`src/rtl/irq_timer_pkg.sv`:
```
package irq_timer_pkg;
  localparam int ADDR_W = 16;
  localparam logic [ADDR_W-1:0] DEC_MASK  = 16'hF003;
  localparam logic [ADDR_W-1:0] A_RELOAD  = 16'hE000;
  localparam logic [ADDR_W-1:0] A_LOAD    = 16'hF000;
  localparam logic [ADDR_W-1:0] A_CTRL    = 16'hF001;
endpackage

```
`src/rtl/irq_timer_regs.sv`:
```
module irq_timer_regs
  import irq_timer_pkg::*;
#(
  parameter int NIB_W   = 4,
  parameter int NIB_CNT = 4,
  parameter int SEL_W   = $clog2(NIB_CNT),
  parameter int CNT_W   = NIB_W * NIB_CNT
) (
  input  logic              clk,
  input  logic              rst_n,
  input  logic              wr_en,
  input  logic [ADDR_W-1:0] wr_addr,
  input  logic [NIB_W-1:0]  wr_data,
  output logic [CNT_W-1:0]  reload_val,
  output logic              load_hit,
  output logic              ack_hit,
  output logic              enable_q,
  output logic [SEL_W-1:0]  width_q
);
  logic [ADDR_W-1:0] dec_addr;
  logic              reload_hit;
  logic              ctrl_hit;
  logic [SEL_W-1:0]  nib_idx;
  logic [SEL_W-1:0]  width_d;

  assign dec_addr   = wr_addr & DEC_MASK;
  assign reload_hit = wr_en && ((dec_addr & ~ADDR_W'(NIB_CNT - 1)) == A_RELOAD);
  assign load_hit   = wr_en && (dec_addr == A_LOAD);
  assign ctrl_hit   = wr_en && (dec_addr == A_CTRL);
  assign ack_hit    = load_hit || ctrl_hit;
  assign nib_idx    = wr_addr[SEL_W-1:0];

  // Highest set bit among data[NIB_CNT-1:1] picks the narrowest width.
  always_comb begin
    width_d = '0;
    for (int i = 1; i < NIB_CNT; i++) begin
      if (wr_data[i]) width_d = SEL_W'(i);
    end
  end

  always_ff @(posedge clk) begin
    if (!rst_n) begin
      reload_val <= '0;
    end else if (reload_hit) begin
      for (int i = 0; i < NIB_CNT; i++) begin
        if (nib_idx == SEL_W'(i)) reload_val[i*NIB_W +: NIB_W] <= wr_data;
      end
    end
  end

  always_ff @(posedge clk) begin
    if (!rst_n) begin
      enable_q <= 1'b0;
      width_q  <= '0;
    end else if (ctrl_hit) begin
      enable_q <= wr_data[0];
      width_q  <= width_d;
    end
  end
endmodule

```
`src/rtl/irq_timer_count.sv`:
```
module irq_timer_count #(
  parameter int NIB_W   = 4,
  parameter int NIB_CNT = 4,
  parameter int SEL_W   = $clog2(NIB_CNT),
  parameter int CNT_W   = NIB_W * NIB_CNT
) (
  input  logic             clk,
  input  logic             rst_n,
  input  logic             tick,
  input  logic             enable,
  input  logic [SEL_W-1:0] width_sel,
  input  logic             load,
  input  logic [CNT_W-1:0] reload_val,
  input  logic             ack,
  output logic [CNT_W-1:0] count_q,
  output logic             irq
);
  localparam logic [CNT_W-1:0] ONES = {CNT_W{1'b1}};

  logic [CNT_W-1:0] mask;
  logic [CNT_W-1:0] low_dec;
  logic             step;
  logic             fire;

  always_comb begin
    mask    = ONES >> (32'(width_sel) * NIB_W);
    low_dec = ((count_q & mask) - 1'b1) & mask;
    step    = tick && enable;
    fire    = step && (low_dec == '0);
  end

  always_ff @(posedge clk) begin
    if (!rst_n)     count_q <= '0;
    else if (load)  count_q <= reload_val;
    else if (step)  count_q <= (count_q & ~mask) | low_dec;
  end

  always_ff @(posedge clk) begin
    if (!rst_n)     irq <= 1'b0;
    else if (ack)   irq <= 1'b0;
    else if (fire)  irq <= 1'b1;
  end
endmodule

```
`src/rtl/irq_timer.sv`:
```
module irq_timer
  import irq_timer_pkg::*;
#(
  parameter int NIB_W   = 4,
  parameter int NIB_CNT = 4
) (
  input  logic              clk,
  input  logic              rst_n,
  input  logic              wr_en,
  input  logic [ADDR_W-1:0] wr_addr,
  input  logic [NIB_W-1:0]  wr_data,
  input  logic              cpu_tick,
  output logic              irq
);
  localparam int SEL_W = $clog2(NIB_CNT);
  localparam int CNT_W = NIB_W * NIB_CNT;

  logic [CNT_W-1:0] reload_val;
  logic [CNT_W-1:0] count_q;
  logic             load_hit;
  logic             ack_hit;
  logic             enable_q;
  logic [SEL_W-1:0] width_q;

  irq_timer_regs #(.NIB_W(NIB_W), .NIB_CNT(NIB_CNT), .SEL_W(SEL_W), .CNT_W(CNT_W)) u_regs (
    .clk(clk), .rst_n(rst_n), .wr_en(wr_en), .wr_addr(wr_addr), .wr_data(wr_data),
    .reload_val(reload_val), .load_hit(load_hit), .ack_hit(ack_hit),
    .enable_q(enable_q), .width_q(width_q)
  );

  irq_timer_count #(.NIB_W(NIB_W), .NIB_CNT(NIB_CNT), .SEL_W(SEL_W), .CNT_W(CNT_W)) u_count (
    .clk(clk), .rst_n(rst_n), .tick(cpu_tick), .enable(enable_q), .width_sel(width_q),
    .load(load_hit), .reload_val(reload_val), .ack(ack_hit),
    .count_q(count_q), .irq(irq)
  );
endmodule

```
`config.mk`:
```
export PLATFORM = sky130hd
export DESIGN_NAME = irq_timer
export DESIGN_NICKNAME = d
export VERILOG_FILES = /design/src/rtl/irq_timer_pkg.sv /design/src/rtl/irq_timer_regs.sv /design/src/rtl/irq_timer_count.sv /design/src/rtl/irq_timer.sv
export SDC_FILE = /design/constraint.sdc
export NUM_CORES = 1
export LEC_CHECK = 0
export BUFFER_PORTS_ARGS = -buffer_cell sky130_fd_sc_hd__buf_2
export CAP_MARGIN = 5
export CORE_ASPECT_RATIO = 1.75
export CORE_MARGIN = 2
export CORE_UTILIZATION = 51
export DETAILED_ROUTE_END_ITERATION = 8
export PLACE_DENSITY = 0.75
export SYNTH_ARGS = -nofsm -noshare
export SYNTH_HDL_FRONTEND = slang
export SYNTH_SLANG_ARGS = --single-unit
```
`constraint.sdc`:
```
create_clock -name clk -period 2.15 [get_ports clk]
set_input_delay 0.1075 -clock clk [delete_from_list [all_inputs] [get_ports clk]]
set_output_delay 0.1075 -clock clk [all_outputs]
set_load 0.03 [all_outputs]
```
* Yosys cells after proc, flatten, opt, wreduce, memory -nomap -nowiden
Cells that the tools add are included.
** Word-level totals
- Bits in read-only memories :: 0
- Bits in writable memories :: 0
- Input port bits :: 24
- Output and inout bits :: 1
- Memories :: 0
- Latch bits :: 0
- Bits in registers :: 36
** Cells by class
- Equal/unequal tests :: 6
- $mul :: 0
- Divide/modulo/power cells :: 0
- Add/sub/neg operators :: 1
- Bitwise logic cells :: 6
- Reduce and logical (&&, ||, !) cells :: 14
- Shift operators :: 1
- Order comparisons :: 0
- Muxes and demuxes :: 5
** Operators with widths (count)
- $and 16x16->16 :: 3
- $mux 16 :: 2
- $logic_not 16->1 :: 1
- $not 16->16 :: 1
- $or 16x16->16 :: 1
- $shr 16x4->16 const A :: 1
- $sub 16x1->16 const B :: 1
- $eq 6x6->1 const B :: 2
- $reduce_and 2->1 :: 4
- $logic_and 1x1->1 :: 5
- $eq 2x2->1 const B :: 2
- $eq 4x4->1 const B :: 1
- $mux 2 :: 2
- $eq 2x1->1 const B :: 1
- $logic_not 2->1 :: 1
- $reduce_bool 2->1 :: 1
- $reduce_or 2->1 :: 1
- $logic_or 1x1->1 :: 1
- $mux 1 :: 1
- $not 1->1 :: 1

* Longest topological paths before layout
- Word-level depth :: 7
- Depth in mapped cells :: 8
- Mapped depth without buffers :: 8

* Cells and area by module
A second synthesis with hierarchy kept.
** Second synthesis, totals
- Cells, all modules :: 233
- Area total of the unflattened synthesis :: 2043.2 um^2
** Modules (own cells, without submodules)
- irq_timer_count :: sequential area each 340.3 um^2, area each 1268.7 um^2, cells each 151, instances 1
- irq_timer_regs :: sequential area each 380.4 um^2, area each 774.5 um^2, cells each 82, instances 1

* Worst setup path after synthesis
No wires, ideal clock.
- Path kind :: register to register
- Start :: register u_count.count_q[0]
- End :: register u_count.irq
- Slack :: 0.085 ns
- Period minus slack after synthesis :: 2.065 ns
- Setup time :: 0.096 ns
- Cell stages (with the launch flop) :: 7
- Buffers on the path :: 1
- Arrival time :: 1.970 ns
- Cell sequence :: dfxtp_1 or4_1 buf_2 a2111o_1 o41ai_2 a31oi_1 o41ai_2
** On the way
- Longest elaborated chain between the ends :: 5
** Ends and longest elaborated chain
- start: declaration :: RTL line irq_timer_count.sv:15 : output logic [CNT_W-1:0] count_q,
- start signal: assignment :: RTL line irq_timer_count.sv:34 : else if (load) count_q <= reload_val;
- start signal: assignment :: RTL line irq_timer_count.sv:35 : else if (step) count_q <= (count_q & ~mask) | low_dec;
- $and 16x16->16 :: RTL line irq_timer_count.sv:27 : low_dec = ((count_q & mask) - 1'b1) & mask;
- $sub 16x1->16 :: RTL line irq_timer_count.sv:27
- $and 16x16->16 :: RTL line irq_timer_count.sv:27
- $logic_not 16->1 :: RTL line irq_timer_count.sv:29 : fire = step && (low_dec == '0);
- $logic_and 1x1->1 :: RTL line irq_timer_count.sv:29
- end signal: assignment :: RTL line irq_timer_count.sv:39 : if (!rst_n) irq <= 1'b0;
- end signal: assignment :: RTL line irq_timer_count.sv:40 : else if (ack) irq <= 1'b0;
- end signal: assignment :: RTL line irq_timer_count.sv:41 : else if (fire) irq <= 1'b1;
- end: declaration :: RTL line irq_timer_count.sv:16 : output logic irq
Every way passes these cells.
A chain may end at the register's enable or synchronous reset.

* Final worst setup path
- Start :: register u_count.count_q[9]
- End :: register u_count.irq
The elaborated chain is that of the path after synthesis.

==> flow_metrics.env <==
export IMPL_outcome="finished, final reports clean"
export IMPL_grt_pass1_vias=1651
export IMPL_io_pins=25
export IMPL_wirelength_mm=4.41
export IMPL_pre_cts_ws_ns=0.0245
export IMPL_final_max_slew_viol_count=0
export IMPL_finalCriticalPeriod_ns=2.05
export IMPL_avgViaCountPerCell=5.67
export IMPL_rr_endpoint="u_count.irq"
export IMPL_hold_end="u_count.count_q[15]"
export IMPL_synth_area_leader_cell="dfxtp_1"
export IMPL_holdCritStartpoint="rst_n"
export IMPL_register_area_um2=722
export IMPL_r2r_slack_ns=0.1
export IMPL_drv_cap=0
export IMPL_r2r_start="u_count.count_q[9]"
export IMPL_timing_fmax_ghz=0.487
export IMPL_grt_pass1_wl_mm=7.48
export IMPL_dieArea_mm2=0.00424
export IMPL_start_util_pct=52.7
export IMPL_peakVddDrop_v=0.000589
export IMPL_crit_chain="buf_4 -> or4_4 -> nand3_2 -> o2111ai_1 -> nor4_1 -> o2111ai_1 -> o41ai_2"
export IMPL_gr_total_overflow=0
export IMPL_rsz0062_at_grt="yes"
export IMPL_path_common_cell="o2111ai_1"
export IMPL_p_leak_nw=0.886
export IMPL_synth_top_cells_by_area="dfxtp_1 (38%), nor2_1 (8.9%), mux2i_1 (8.5%)"
export IMPL_tns_ns=0
export IMPL_setup_viol=0
export IMPL_wl_per_cell_um=15.2
export IMPL_crit_path_end_kind="register"
export IMPL_port_buffers=14
export IMPL_period_share_pct=95.5
export IMPL_synth_area_per_cell_um2=8.53
export IMPL_holdWs_ns=0.0881
export IMPL_critPathMaxFanout=5
export IMPL_fillCellCount=310
export IMPL_drive_gt1_share_pct=20.8
export IMPL_dr_pass1_iters=4
export IMPL_die_w_um=50.1
export IMPL_cp_start_kind="register"
export IMPL_clockBufferDepth=2
export IMPL_drc=0
export IMPL_yosysWarnings=0
export IMPL_clock_skew_ns=0.00425
export IMPL_synth_cell_types=38
export IMPL_insertion_delay_ns=0.29
export IMPL_multi_input_area_mm2=0.00114
export IMPL_hold_depth=3
export IMPL_num_rows=29
export IMPL_ys_seq_elements=36
export IMPL_post_cts_buffers=0
export IMPL_hold_path_class="primary input to register"
export IMPL_cts_tree="done"
export IMPL_cts_root_buffer="clkbuf_8"
export IMPL_antenna_found_initial=0
export IMPL_clk_pin_slew_ns=0.07
export IMPL_grt_start_max_net_pins=35
export IMPL_slowest_delay_ns=0.56
export IMPL_cts_buffers=5
export IMPL_worstSetupPathType="register to register"
export IMPL_finalHoldViolations=0
export IMPL_dp_hpwl_mm=3.14
export IMPL_synth_top_area_share_pct=38.0
export IMPL_critPathSlowestCell="or4_4"
export IMPL_grt_usage_pct=22.8
export IMPL_cts_num_sinks=36
export IMPL_power_total_w=0.00126
export IMPL_fin_nets=270
export IMPL_cp_arrival_ns=2.25
export IMPL_antennaDiodeCount=0
export IMPL_gp_congestion=0.846
export IMPL_postSynthCellCount=222
export IMPL_hold_buffers=0
export IMPL_die_h_um=84.6
export IMPL_syn2layout_area_growth_pct=17.3
export IMPL_drt_antenna_violating_nets=0
export IMPL_crit_required_ns=2.35
export IMPL_worstMarginPinSlew_ns=0.425
export IMPL_power_density_mw_per_mm2=568
export IMPL_syn_num_nets=248
export IMPL_syn_area_mm2=0.00189
export IMPL_core_mm2=0.00359
export IMPL_drt_iter0_drc=40
export IMPL_yosysSeqAreaShare_pct=38.0
export IMPL_finalWorstSetupSlack_ns=0.0975
export IMPL_via_count=1649
export IMPL_cts_max_level=2
export IMPL_reg2reg_depth=7
export IMPL_relSlewSlack_pct=71.5
==> layer usage <==
layer	GRT usage [%]	vias up	share of wire [%]
li1	-	836	-
met1	25.8	751	39
met2	39.4	44	53
met3	3.02	18	2.7
met4	13.9	0	5.1
met5	0	-	0
==> layout make-up <==
cell class              count  share of cell area [%]
flip-flops and latches     36                    32.5
well taps                  46                    2.59
clock buffers               8                    4.05
repair buffers             29                    8.22
multi-input cells         164                    51.3
inverters                   8                    1.35
==> stage by stage <==
| step | instance area (um2) | cells | util (%) |
|---|---|---|---|
| global route | 2220 | 291 | 61.9 |
| CTS | 2160 | 291 | 60.1 |
| detailed placement | 2070 | 283 | 57.6 |
| global placement | 2070 | 283 | 57.6 |
| finish | 2220 | 291 | 61.9 |
| floorplan | 1890 | 222 | - |
==> layout by cell type, fill, tap and decap left out, drive strengths merged, types with 4 or more instances in the layout <==
cell type and count:
a211oi 14, clkbuf 8, buf 29, nand2 9
o21ai 4, nor2 45, nand3 5, mux2i 16
dfxtp 36, nor4 11, xnor2 15, xor2 5
inv 7, nor3 5, a21oi 8
==> logic make-up (layout without fill, tap and decap cells) <==
logic type	Yosys count	count (layout)	synth area share, %
flops	36	36	38.0
fa+ha+maj	2	2	1.32
xor+xnor	20	20	9.25
compound gates	37	37	14.7
mux	16	16	8.45
simple gates	89	89	23.2
buf+inv	22	45	5.02
==> where the power goes <==
group	switching, W	internal (W)
Combinational	0.0000556	0.0000386
Sequential	0.00000524	0.000671
Clock	0.000231	0.000261
Total	0.000292	0.000971
==> worst max-delay path, delay by kind of cell, from the launching register on <==
kind	cells	cell delay, ns
buffers and inverters	1	0.15
and+or+nand+nor	3	0.98
AOI/OAI and AO/OA	3	0.49
DFF	1	0.33
==> Yosys cell counts (all sizes together) <==
library cell,number
nand2,9
nand3b,1
clkdlybuf4s25,1
o31ai,2
ha,2
xor2,5
dfxtp,36
xnor2,15
mux2i,16
nor2,45
a21oi,8
buf,2
o2111ai,2
nor4,11
clkinv,1
clkbuf,11
nand3,5
a31oi,2
a2111o,2
nor3b,3
a211oi,14
nand2b,2
inv,7
or4,2
nor4b,2
or3,1
nor3,5
and2,2
o41ai,3
nand4,1
o21ai,4
==> worst max path at each step <==
stage	startpoint	end	slack [ns]	cells past startpoint
6_report	u_count.count_q[9]	u_count.irq	0.1	7
5_1_grt	u_count.count_q[0]	u_count.irq	-0.05	9
4_1_cts	u_count.count_q[9]	u_count.irq	0.009	6
3_5_place_dp	u_count.count_q[9]	u_count.irq	0.02	6
3_3_place_gp	u_count.count_q[9]	u_count.irq	0.03	6
2_1_floorplan	u_count.count_q[0]	u_count.irq	0.08	6
==> what timing repair did <==
item                       CTS  global route
gates resized for setup      0            12
setup endpoints to repair    0             5
hold endpoints to repair     0             0
Note: power is estimated with default switching activity, not from simulation.
